[src/rtl/pgmon_pkg.sv]
package pgmon_pkg;
  localparam int NSRC = 6;
  typedef enum int {
    SRC_PG_LOSS = 0,
    SRC_OV      = 1,
    SRC_THERM   = 2,
    SRC_ILIM    = 3,
    SRC_XLIM    = 4,
    SRC_VNEG    = 5
  } src_e;
endpackage

[src/rtl/pgmon_pg_qual.sv]
module pgmon_pg_qual #(
  parameter int unsigned QUAL_CYCLES = 660000
) (
  input  logic clk,
  input  logic rst_n,
  input  logic in_win,
  input  logic out_win,
  input  logic sw_stb,
  output logic pg_state
);
  localparam int unsigned CW = $clog2(QUAL_CYCLES + 1);
  localparam logic [CW-1:0] LAST = CW'(QUAL_CYCLES - 1);
  localparam logic [CW-1:0] SAT  = CW'(QUAL_CYCLES);

  logic [CW-1:0] dwell;
  logic          drop_armed;

  always_ff @(posedge clk or negedge rst_n) begin
    if (!rst_n) begin
      dwell      <= '0;
      drop_armed <= 1'b0;
      pg_state   <= 1'b0;
    end else begin
      // continuous dwell inside the tight window
      if (!in_win) dwell <= '0;
      else if (dwell != SAT) dwell <= dwell + 1'b1;

      if (!pg_state && in_win && dwell == LAST) pg_state <= 1'b1;

      // drop-out needs two strobes outside the wide window in a row
      if (!out_win) drop_armed <= 1'b0;
      else if (sw_stb) begin
        if (drop_armed) pg_state <= 1'b0;
        drop_armed <= 1'b1;
      end
    end
  end
endmodule

[src/rtl/pgmon_ov_guard.sv]
module pgmon_ov_guard #(
  parameter int unsigned REARM_CYCLES = 200000
) (
  input  logic clk,
  input  logic rst_n,
  input  logic above,
  input  logic sw_stb,
  input  logic slewing,
  input  logic ss_done,
  input  logic ov_mask,
  output logic ov_fault
);
  localparam int unsigned RW = $clog2(REARM_CYCLES + 1);
  localparam logic [RW-1:0] RLAST = RW'(REARM_CYCLES - 1);

  logic [RW-1:0] wait_cnt;
  logic          waiting;
  logic          armed_ok;
  logic          hit_armed;
  logic          enable;

  assign enable = armed_ok && !slewing && !ov_mask;

  always_ff @(posedge clk or negedge rst_n) begin
    if (!rst_n) begin
      wait_cnt <= '0;
      waiting  <= 1'b0;
      armed_ok <= 1'b0;
    end else if (ss_done) begin
      wait_cnt <= '0;
      waiting  <= 1'b1;
      armed_ok <= 1'b0;
    end else if (waiting) begin
      wait_cnt <= wait_cnt + 1'b1;
      if (wait_cnt == RLAST) begin
        waiting  <= 1'b0;
        armed_ok <= 1'b1;
      end
    end
  end

  always_ff @(posedge clk or negedge rst_n) begin
    if (!rst_n) begin
      hit_armed <= 1'b0;
      ov_fault  <= 1'b0;
    end else if (!enable) begin
      hit_armed <= 1'b0;
      ov_fault  <= 1'b0;
    end else begin
      if (!above) hit_armed <= 1'b0;
      if (sw_stb) begin
        if (above) begin
          if (hit_armed) ov_fault <= 1'b1;
          hit_armed <= 1'b1;
        end else begin
          ov_fault <= 1'b0;
        end
      end
    end
  end
endmodule

[src/rtl/pgmon_irq_reg.sv]
module pgmon_irq_reg
  import pgmon_pkg::*;
(
  input  logic            clk,
  input  logic            rst_n,
  input  logic [NSRC-1:0] ev,
  input  logic [NSRC-1:0] mask,
  input  logic            rd,
  output logic [NSRC-1:0] ack
);
  logic [NSRC-1:0] nxt;

  generate
    for (genvar i = 0; i < NSRC; i++) begin : g_bit
      // a read clears old state; a same-cycle event survives
      assign nxt[i] = (ack[i] && !rd) || (ev[i] && !mask[i]);
    end
  endgenerate

  always_ff @(posedge clk or negedge rst_n) begin
    if (!rst_n) ack <= '0;
    else        ack <= nxt;
  end
endmodule

[src/rtl/pgmon_top.sv]
module pgmon_top
  import pgmon_pkg::*;
#(
  parameter int unsigned PG_QUAL_CYCLES  = 660000,
  parameter int unsigned OV_REARM_CYCLES = 200000
) (
  input  logic            clk,
  input  logic            rst_n,
  input  logic            fb_in_win5,
  input  logic            fb_out_win7,
  input  logic            fb_above_ov,
  input  logic            sw_stb,
  input  logic            ref_slewing,
  input  logic            ss_done,
  input  logic            evt_therm,
  input  logic            evt_ilim,
  input  logic            evt_xlim,
  input  logic            evt_vneg,
  input  logic            rd_stb,
  input  logic [NSRC-1:0] irq_mask,
  input  logic            pg_mask,
  input  logic            ov_mask,
  output logic            pg,
  output logic            ov_fault,
  output logic            freq_drop_req,
  output logic [NSRC-1:0] ack,
  output logic            int_n
);
  logic            pg_state, pg_state_q, ov_q;
  logic [NSRC-1:0] ev;

  pgmon_pg_qual #(.QUAL_CYCLES(PG_QUAL_CYCLES)) u_pg (
    .clk(clk), .rst_n(rst_n), .in_win(fb_in_win5), .out_win(fb_out_win7),
    .sw_stb(sw_stb), .pg_state(pg_state)
  );

  pgmon_ov_guard #(.REARM_CYCLES(OV_REARM_CYCLES)) u_ov (
    .clk(clk), .rst_n(rst_n), .above(fb_above_ov), .sw_stb(sw_stb),
    .slewing(ref_slewing), .ss_done(ss_done), .ov_mask(ov_mask),
    .ov_fault(ov_fault)
  );

  always_ff @(posedge clk or negedge rst_n) begin
    if (!rst_n) begin
      pg_state_q <= 1'b0;
      ov_q       <= 1'b0;
    end else begin
      pg_state_q <= pg_state;
      ov_q       <= ov_fault;
    end
  end

  assign ev[SRC_PG_LOSS] = pg_state_q && !pg_state && !pg_mask;
  assign ev[SRC_OV]      = ov_fault && !ov_q;
  assign ev[SRC_THERM]   = evt_therm;
  assign ev[SRC_ILIM]    = evt_ilim;
  assign ev[SRC_XLIM]    = evt_xlim;
  assign ev[SRC_VNEG]    = evt_vneg;

  pgmon_irq_reg u_irq (
    .clk(clk), .rst_n(rst_n), .ev(ev), .mask(irq_mask), .rd(rd_stb), .ack(ack)
  );

  assign pg            = pg_state && !pg_mask;
  assign freq_drop_req = ov_fault;
  assign int_n         = ~(|ack);
endmodule

[config.mk]
export PLATFORM = sky130hd
export DESIGN_NAME = pgmon_top
export DESIGN_NICKNAME = d
export VERILOG_FILES = /design/src/rtl/pgmon_pkg.sv /design/src/rtl/pgmon_pg_qual.sv /design/src/rtl/pgmon_ov_guard.sv /design/src/rtl/pgmon_irq_reg.sv /design/src/rtl/pgmon_top.sv
export SDC_FILE = /design/constraint.sdc
export NUM_CORES = 1
export LEC_CHECK = 0
export ABC_AREA = 1
export BUFFER_PORTS_ARGS = -buffer_cell sky130_fd_sc_hd__buf_4
export CORE_UTILIZATION = 30
export DETAILED_ROUTE_END_ITERATION = 16
export SKIP_LAST_GASP = 1
export SYNTH_ARGS = -nofsm -noshare
export SYNTH_HDL_FRONTEND = slang
export SYNTH_SLANG_ARGS = --single-unit
[constraint.sdc]
create_clock -name clk -period 1.5 [get_ports clk]
set_input_delay 0.225 -clock clk [delete_from_list [all_inputs] [get_ports clk]]
set_output_delay 0.225 -clock clk [all_outputs]
set_load 0.01 [all_outputs]
# --- Word-level counts from Yosys, hierarchy flattened ---
# Cells that the tools add are included.
totals:
  in_bits: 21
  latchBits: 0
  rom_bits: 0
  register_bits: 52
  n_memories: 0
  elab_cells: 88
  out_inout_bits: 10
  ram_bits: 0
op_classes:
  n_addsub: 2
  n_mux: 24
  multipliers: 0
  div_mod_pow: 0
  n_bitwise: 1
  eq_ne: 7
  order_cmp: 0
  reduce_logical: 43
  shift: 0
ops:
  columns: ["cell", "count"]
  rows:
  - ["20-bit 2-to-1 mux", 2]
  - ["18-bit 2-to-1 mux", 2]
  - ["20-bit by 1-bit adder with 20-bit output (second input constant)", 1]
  - ["20-bit == test (second input constant)", 1]
  - ["1-bit logical AND", 20]
  - ["1-bit 2-to-1 mux", 20]
  - ["20-bit inequality test (second input constant)", 1]
  - ["18-bit by 1-bit adder with 18-bit output (second input constant)", 1]
  - ["18-bit == test (second input constant)", 1]
  - ["1-bit zero test", 12]
  - ["1-bit logical OR", 6]
  - ["6-bit OR reduction", 1]
  - ["2-bit by 1-bit inequality test with 1-bit output (second input constant)", 2]
  - ["2-bit AND reduction", 2]
  - ["2-bit nonzero test", 2]
  - ["3-bit by 2-bit inequality test with 1-bit output (second input constant)", 1]
  - ["2-bit inequality test (second input constant)", 1]
  - ["1-bit NOT", 1]

# --- Depth between registers and ports, before layout ---
depth:
  ltp_word: 7
  depth_mapped: 10
  depth_no_buf: 9

# --- By module ---
# From an unflattened synthesis, not the netlist that was laid out.
unflattened:
  hier_cells: 405
  area_unflattened_um2: 2887.8
by_module_without_submodules:
  columns: ["module", "area_per_inst_um2", "instances", "cells_per_inst"]
  rows:
  - ["pgmon_pg_qual", 1287.5, 1, 183]
  - ["pgmon_ov_guard", 1255.0, 1, 177]
  - ["pgmon_irq_reg", 244.0, 1, 31]
  - ["pgmon_top", 101.3, 1, 14]

# --- Worst setup path after synthesis ---
# Ideal clock, no wire load.
synth_timing:
  kind: "register -> register"
  from: "register u_ov.wait_cnt[0]"
  to: "register u_ov.wait_cnt[14]"
  period_less_slack_ns: 1.313
  arrival_ns: 1.196
  path_slack_ns: 0.187
  path_stages_with_launch: 9
  required_ns: 1.383
  path_cell_list: "dfrtp_1 > ha_1 > nand2_2 > nor2_8 > nand3_4 > nor2_4 > nand2_2 > nor2_1 > nor2_1"
synth_via:
  elab_chain_len: 3
synth_rtl:
  columns: ["element", "line_no", "text"]
  rows:
  - ["from (decl)", "pgmon_ov_guard.sv:16", "logic [RW-1:0] wait_cnt;"]
  - ["from (signal assigned)", "pgmon_ov_guard.sv:34", "wait_cnt <= wait_cnt + 1'b1;"]
  - ["18-bit by 1-bit adder with 18-bit output", "pgmon_ov_guard.sv:34", null]
  - ["18-bit 2-to-1 mux", "pgmon_ov_guard.sv:33", "end else if (waiting) begin"]
  - ["18-bit 2-to-1 mux", "pgmon_ov_guard.sv:29", "end else if (ss_done) begin"]
# No other way between the ends. The select of a mux whose other input is x is not followed.
# A chain may end at the register's enable or synchronous reset.

# --- Worst setup path after layout ---
layout_timing:
  from: "register u_pg.dwell[0]"
  to: "register u_pg.dwell[10]"
layout_via:
  elab_chain_len: 3
  elab_cells_between_ends: 5
  classes_between: "1 x add/sub; 2 x eq/ne; 2 x mux"
layout_rtl:
  columns: ["element", "line_no", "text"]
  rows:
  - ["from (decl)", "pgmon_pg_qual.sv:15", "logic [CW-1:0] dwell;"]
  - ["from (signal assigned)", "pgmon_pg_qual.sv:26", "else if (dwell != SAT) dwell <= dwell + 1'b1;"]
  - ["20-bit by 1-bit adder with 20-bit output", "pgmon_pg_qual.sv:26", null]
  - ["20-bit 2-to-1 mux", "pgmon_pg_qual.sv:26", null]
  - ["20-bit 2-to-1 mux", "pgmon_pg_qual.sv:25", "if (!in_win) dwell <= '0;"]
# Parallel ways exist; a longest one is shown, timed or not. The select of a mux whose other input is x is not followed.

==> Implementation_results.wiki <==
{| class="wikitable"
! Metric !! Value
|-
| Outcome || finished clean
|-
| Wire length per cell || between 10 and 15 microns
|-
| Library cells used by synthesis || 33
|-
| Pin count of the biggest net entering global routing || between 50 and 60
|-
| Placement Cell Area || between 3000 and 4000 sq um
|-
| Iter 0 DRT Violations || approximately 100
|-
| Worst hold start || irq_mask[2]
|-
| Count of endpoints failing setup in the final report || 0
|-
| DRT Wirelength || a little over 6000 microns
|-
| Buffers plus inverters on the worst setup path || 2
|-
| Arrival time at the worst endpoint || 1630 ps
|-
| Hold/Removal Path Class || in2reg
|-
| Die Footprint || 9640 sq um
|-
| Via density per instance || 4.70
|-
| Area of all placed cells without fillers || roughly 3400 sq um
|-
| Final-layout setup total negative slack || 0 ps
|-
| Cell with the most instances after synthesis || nand2_1
|-
| Overall power of the completed layout || 0.00258 W
|-
| Number of pins with negative max-slew slack in the final report || 0
|-
| Worst-case headroom to the max-slew limit || about three quarters
|-
| Number of placement rows || 34
|-
| Floorplan core area || 8850 sq um
|-
| Element type at the critical path start || register
|-
| TritonCTS clock tree || done
|-
| Critical path's largest stage delay || between 400 and 500 ps
|-
| Count of H-tree levels built during CTS || 2
|-
| Worst Setup Slack post-DPL || approximately 70 ps
|-
| First-pass GRT wire length || around 10,000 microns
|-
| TritonRoute pass-1 iters || 6
|-
| Relative area change from synthesis to final layout || 22.3%
|-
| Fin Hold WS || a little under 70 ps
|-
| Slowest cell on crit path || dfrtp_2
|-
| Terminus of the critical flop-to-flop path || u_pg.dwell[10]
|-
| Power density over the cells || between 700 and 800 nW/um^2
|-
| M1 GR Usage || 18.0%
|-
| Worst vdd rail ir drop || about 0.34 mV
|-
| Final nets || about 430
|-
| Die outline width || 98.2 microns
|-
| Leading post-synthesis cells by cell area || dfrtp_1 47%, nand2_1 10%, nor2_1 9.2%
|-
| Share of layout cells above drive strength 1 || 20.3%
|-
| Number of enable-type register cells in the synthesized netlist || 0
|-
| Maximum frequency from static timing analysis || 709 MHz
|-
| Family with the most delay on the worst path || simple AND/OR/NAND/NOR gates
|-
| Top FF cell, synth || dfrtp_1
|-
| Diode insertion count for antenna repair || 0
|-
| Leading area contributor after synthesis || dfrtp_1
|-
| Share of synthesized area occupied by flip-flops and latches || between 40 and 50%
|-
| Worst Slack Setup Final || about 90 ps
|-
| Fraction of synthesis flops using an asynchronous set or reset pin || 100%
|-
| Routability cong. || 0.842
|-
| Mean instance size in the synthesized netlist || 7.65 sq um
|-
| Length in cells of the worst reg-to-reg path || 8
|-
| Net count of the mapped netlist || ~390
|-
| Sequence of cells on the critical path || ha_2, nand2_2, inv_1, nand2_1, inv_1, nand2_1, nor2_1, nor3_1
|-
| Worst reg2reg setup slack || around 90 ps
|-
| Required @ worst endpoint || 1720 ps
|-
| Post-synthesis instance total || approximately 360
|-
| Antenna violations before repair || 0
|-
| Remaining global-route overflow || 0
|-
| Number of vias after detailed routing || 2,430
|-
| Hold Path Depth || 2
|-
| Total of warnings raised by yosys || 0
|-
| Initial Utilization || 31.4%
|-
| HPWL after DPL || roughly 4300 microns
|-
| Final setup skew || ~21 ps
|-
| Kind of end point of the critical path || register
|-
| Met3 GRT Util || between 3 and 4%
|-
| Static power due to leakage || about 1.5 nW
|-
| Maximum clock insertion buffer count || 2
|-
| GRT Resource Usage Total || a little over an eighth
|-
| Die height || 98.2 microns
|-
| Register bit count reported by yosys || 52
|-
| Worst-path fanout max || 5
|-
| Hold Violations, Final || 0
|-
| Master cell of the clock root buffer || clkbuf_8
|-
| CTS sink count || 52
|-
| Post-synth top area share || a little under half
|-
| Source of the worst register-to-register timing path || u_pg.dwell[0]
|-
| Max-cap check violation count || 0
|-
| Post-CTS clock slew at the launch and capture registers of the worst setup and hold paths || 110 ps
|-
| WHS Endpoint || u_irq.ack[2]
|-
| Setup CP Type || reg2reg
|-
| Residual antenna-violating net count after detailed routing || 0
|-
| Final cycle utilization of the critical path || between 90% and 100%
|-
| Num CTS Buffers || 5
|-
| Insertion delay of the later-clocked pin in the worst-skew pair || roughly 320 ps
|-
| Cell types with the highest counts after synthesis || 74 x nand2_1, 68 x nor2_1, 52 x dfrtp_1
|-
| Global route hottest layer || met2
|-
| Final critical path time including I/O delays and setup || 1410 ps
|-
| Total of buffers placed on input and output ports || 30
|-
| Summed instance area of the synthesized netlist || ~2800 sq um
|-
| Number of global-route vias before repair || around 2,200
|-
| GR Layer Usage met2 || about a fifth
|-
| Count of pins on the block boundary || 31
|-
| DRC Markers || 0
|-
| Transition at the pin with the smallest max-transition slack || 362 ps
|}
==> sequential cells by signal (all words and copies together) (netlist names) <==
name and count:
u_ov.wait_cnt 18, u_pg.pg_state 1, u_ov.waiting 1, u_pg.dwell 20, u_ov.armed_ok 1, u_ov.hit_armed 1
u_ov.ov_fault 1, u_irq.ack 6, ov_q 1, u_pg.drop_armed 1, pg_state_q 1
==> repair_timing <==
action | in CTS | in global routing
resized for setup | 0 | 20
buffers inserted | 0 | 9
endpoints found under the hold margin | 52 | 0
hold buffers | 1 | 0
setup endpoints to repair | 0 | 13
==> final cells by class <==
class | count | area (sq um)
fill | 905 | 5460
multi-input combinational | 253 | 1320
sequential | 52 | 1300
timing repair buffer | 42 | 330
inverter | 54 | 205
tap | 108 | 135
clock buffer | 5 | 68.8
clock inverter | 3 | 28.8
==> how the worst max path moves through the flow <==
stage / cells past startpoint / endpoint / slack [ps] / from
after floorplan: 8 / u_ov.wait_cnt[14] / 190 / u_ov.wait_cnt[0]
after global placement: 8 / u_pg.dwell[0] / 70 / u_pg.dwell[0]
after detailed placement: 9 / u_ov.wait_cnt[14] / 70 / u_ov.wait_cnt[0]
after CTS: 9 / u_ov.wait_cnt[14] / 40 / u_ov.wait_cnt[0]
after global routing: 8 / u_pg.dwell[0] / -20 / u_pg.dwell[0]
final: 8 / u_pg.dwell[10] / 90 / u_pg.dwell[0]
==> metal layers <==
metal	wire [microns]	part of all wire, %
met5	0	0
met4	48	0.79
met3	249	4.1
met2	2750	45
met1	3010	50
==> stage by stage <==
step | instances | util, %
4_1_cts | 508 | 36.7
3_3_place_gp | 499 | 35.5
3_5_place_dp | 499 | 35.5
2_1_floorplan | 363 | -
5_1_grt | 517 | 38.3
6_report | 517 | 38.3
==> power by group <==
group,internal (W),switching (W)
clock,0.000354,0.000540
combinational,0.000115,0.000122
sequential,0.00143,0.0000263
==> cells by family (layout without fill, tap and decap cells) <==
family / count (synthesis) / in the layout / share of synthesized area (%)
buf+inv: 58 / 104 / 8.16
simple gates: 206 / 206 / 34.1
compound gates: 40 / 40 / 8.25
fa+ha+maj: 3 / 3 / 1.35
flops: 52 / 52 / 46.9
xor+xnor: 4 / 4 / 1.26
==> cell usage in the layout (no fill, tap or decap), drive strengths merged, types with 4 or more instances in the layout <==
master / netlist / final
o21ai: 9 / 9
buf: 3 / 41
nor3: 16 / 16
nand2: 80 / 80
nand4: 4 / 4
inv: 53 / 56
dfrtp: 52 / 52
o22ai: 4 / 4
nor2: 76 / 76
nand3: 28 / 28
a21oi: 19 / 19
clkbuf: 1 / 5
Power figures use the tool's default switching activity.
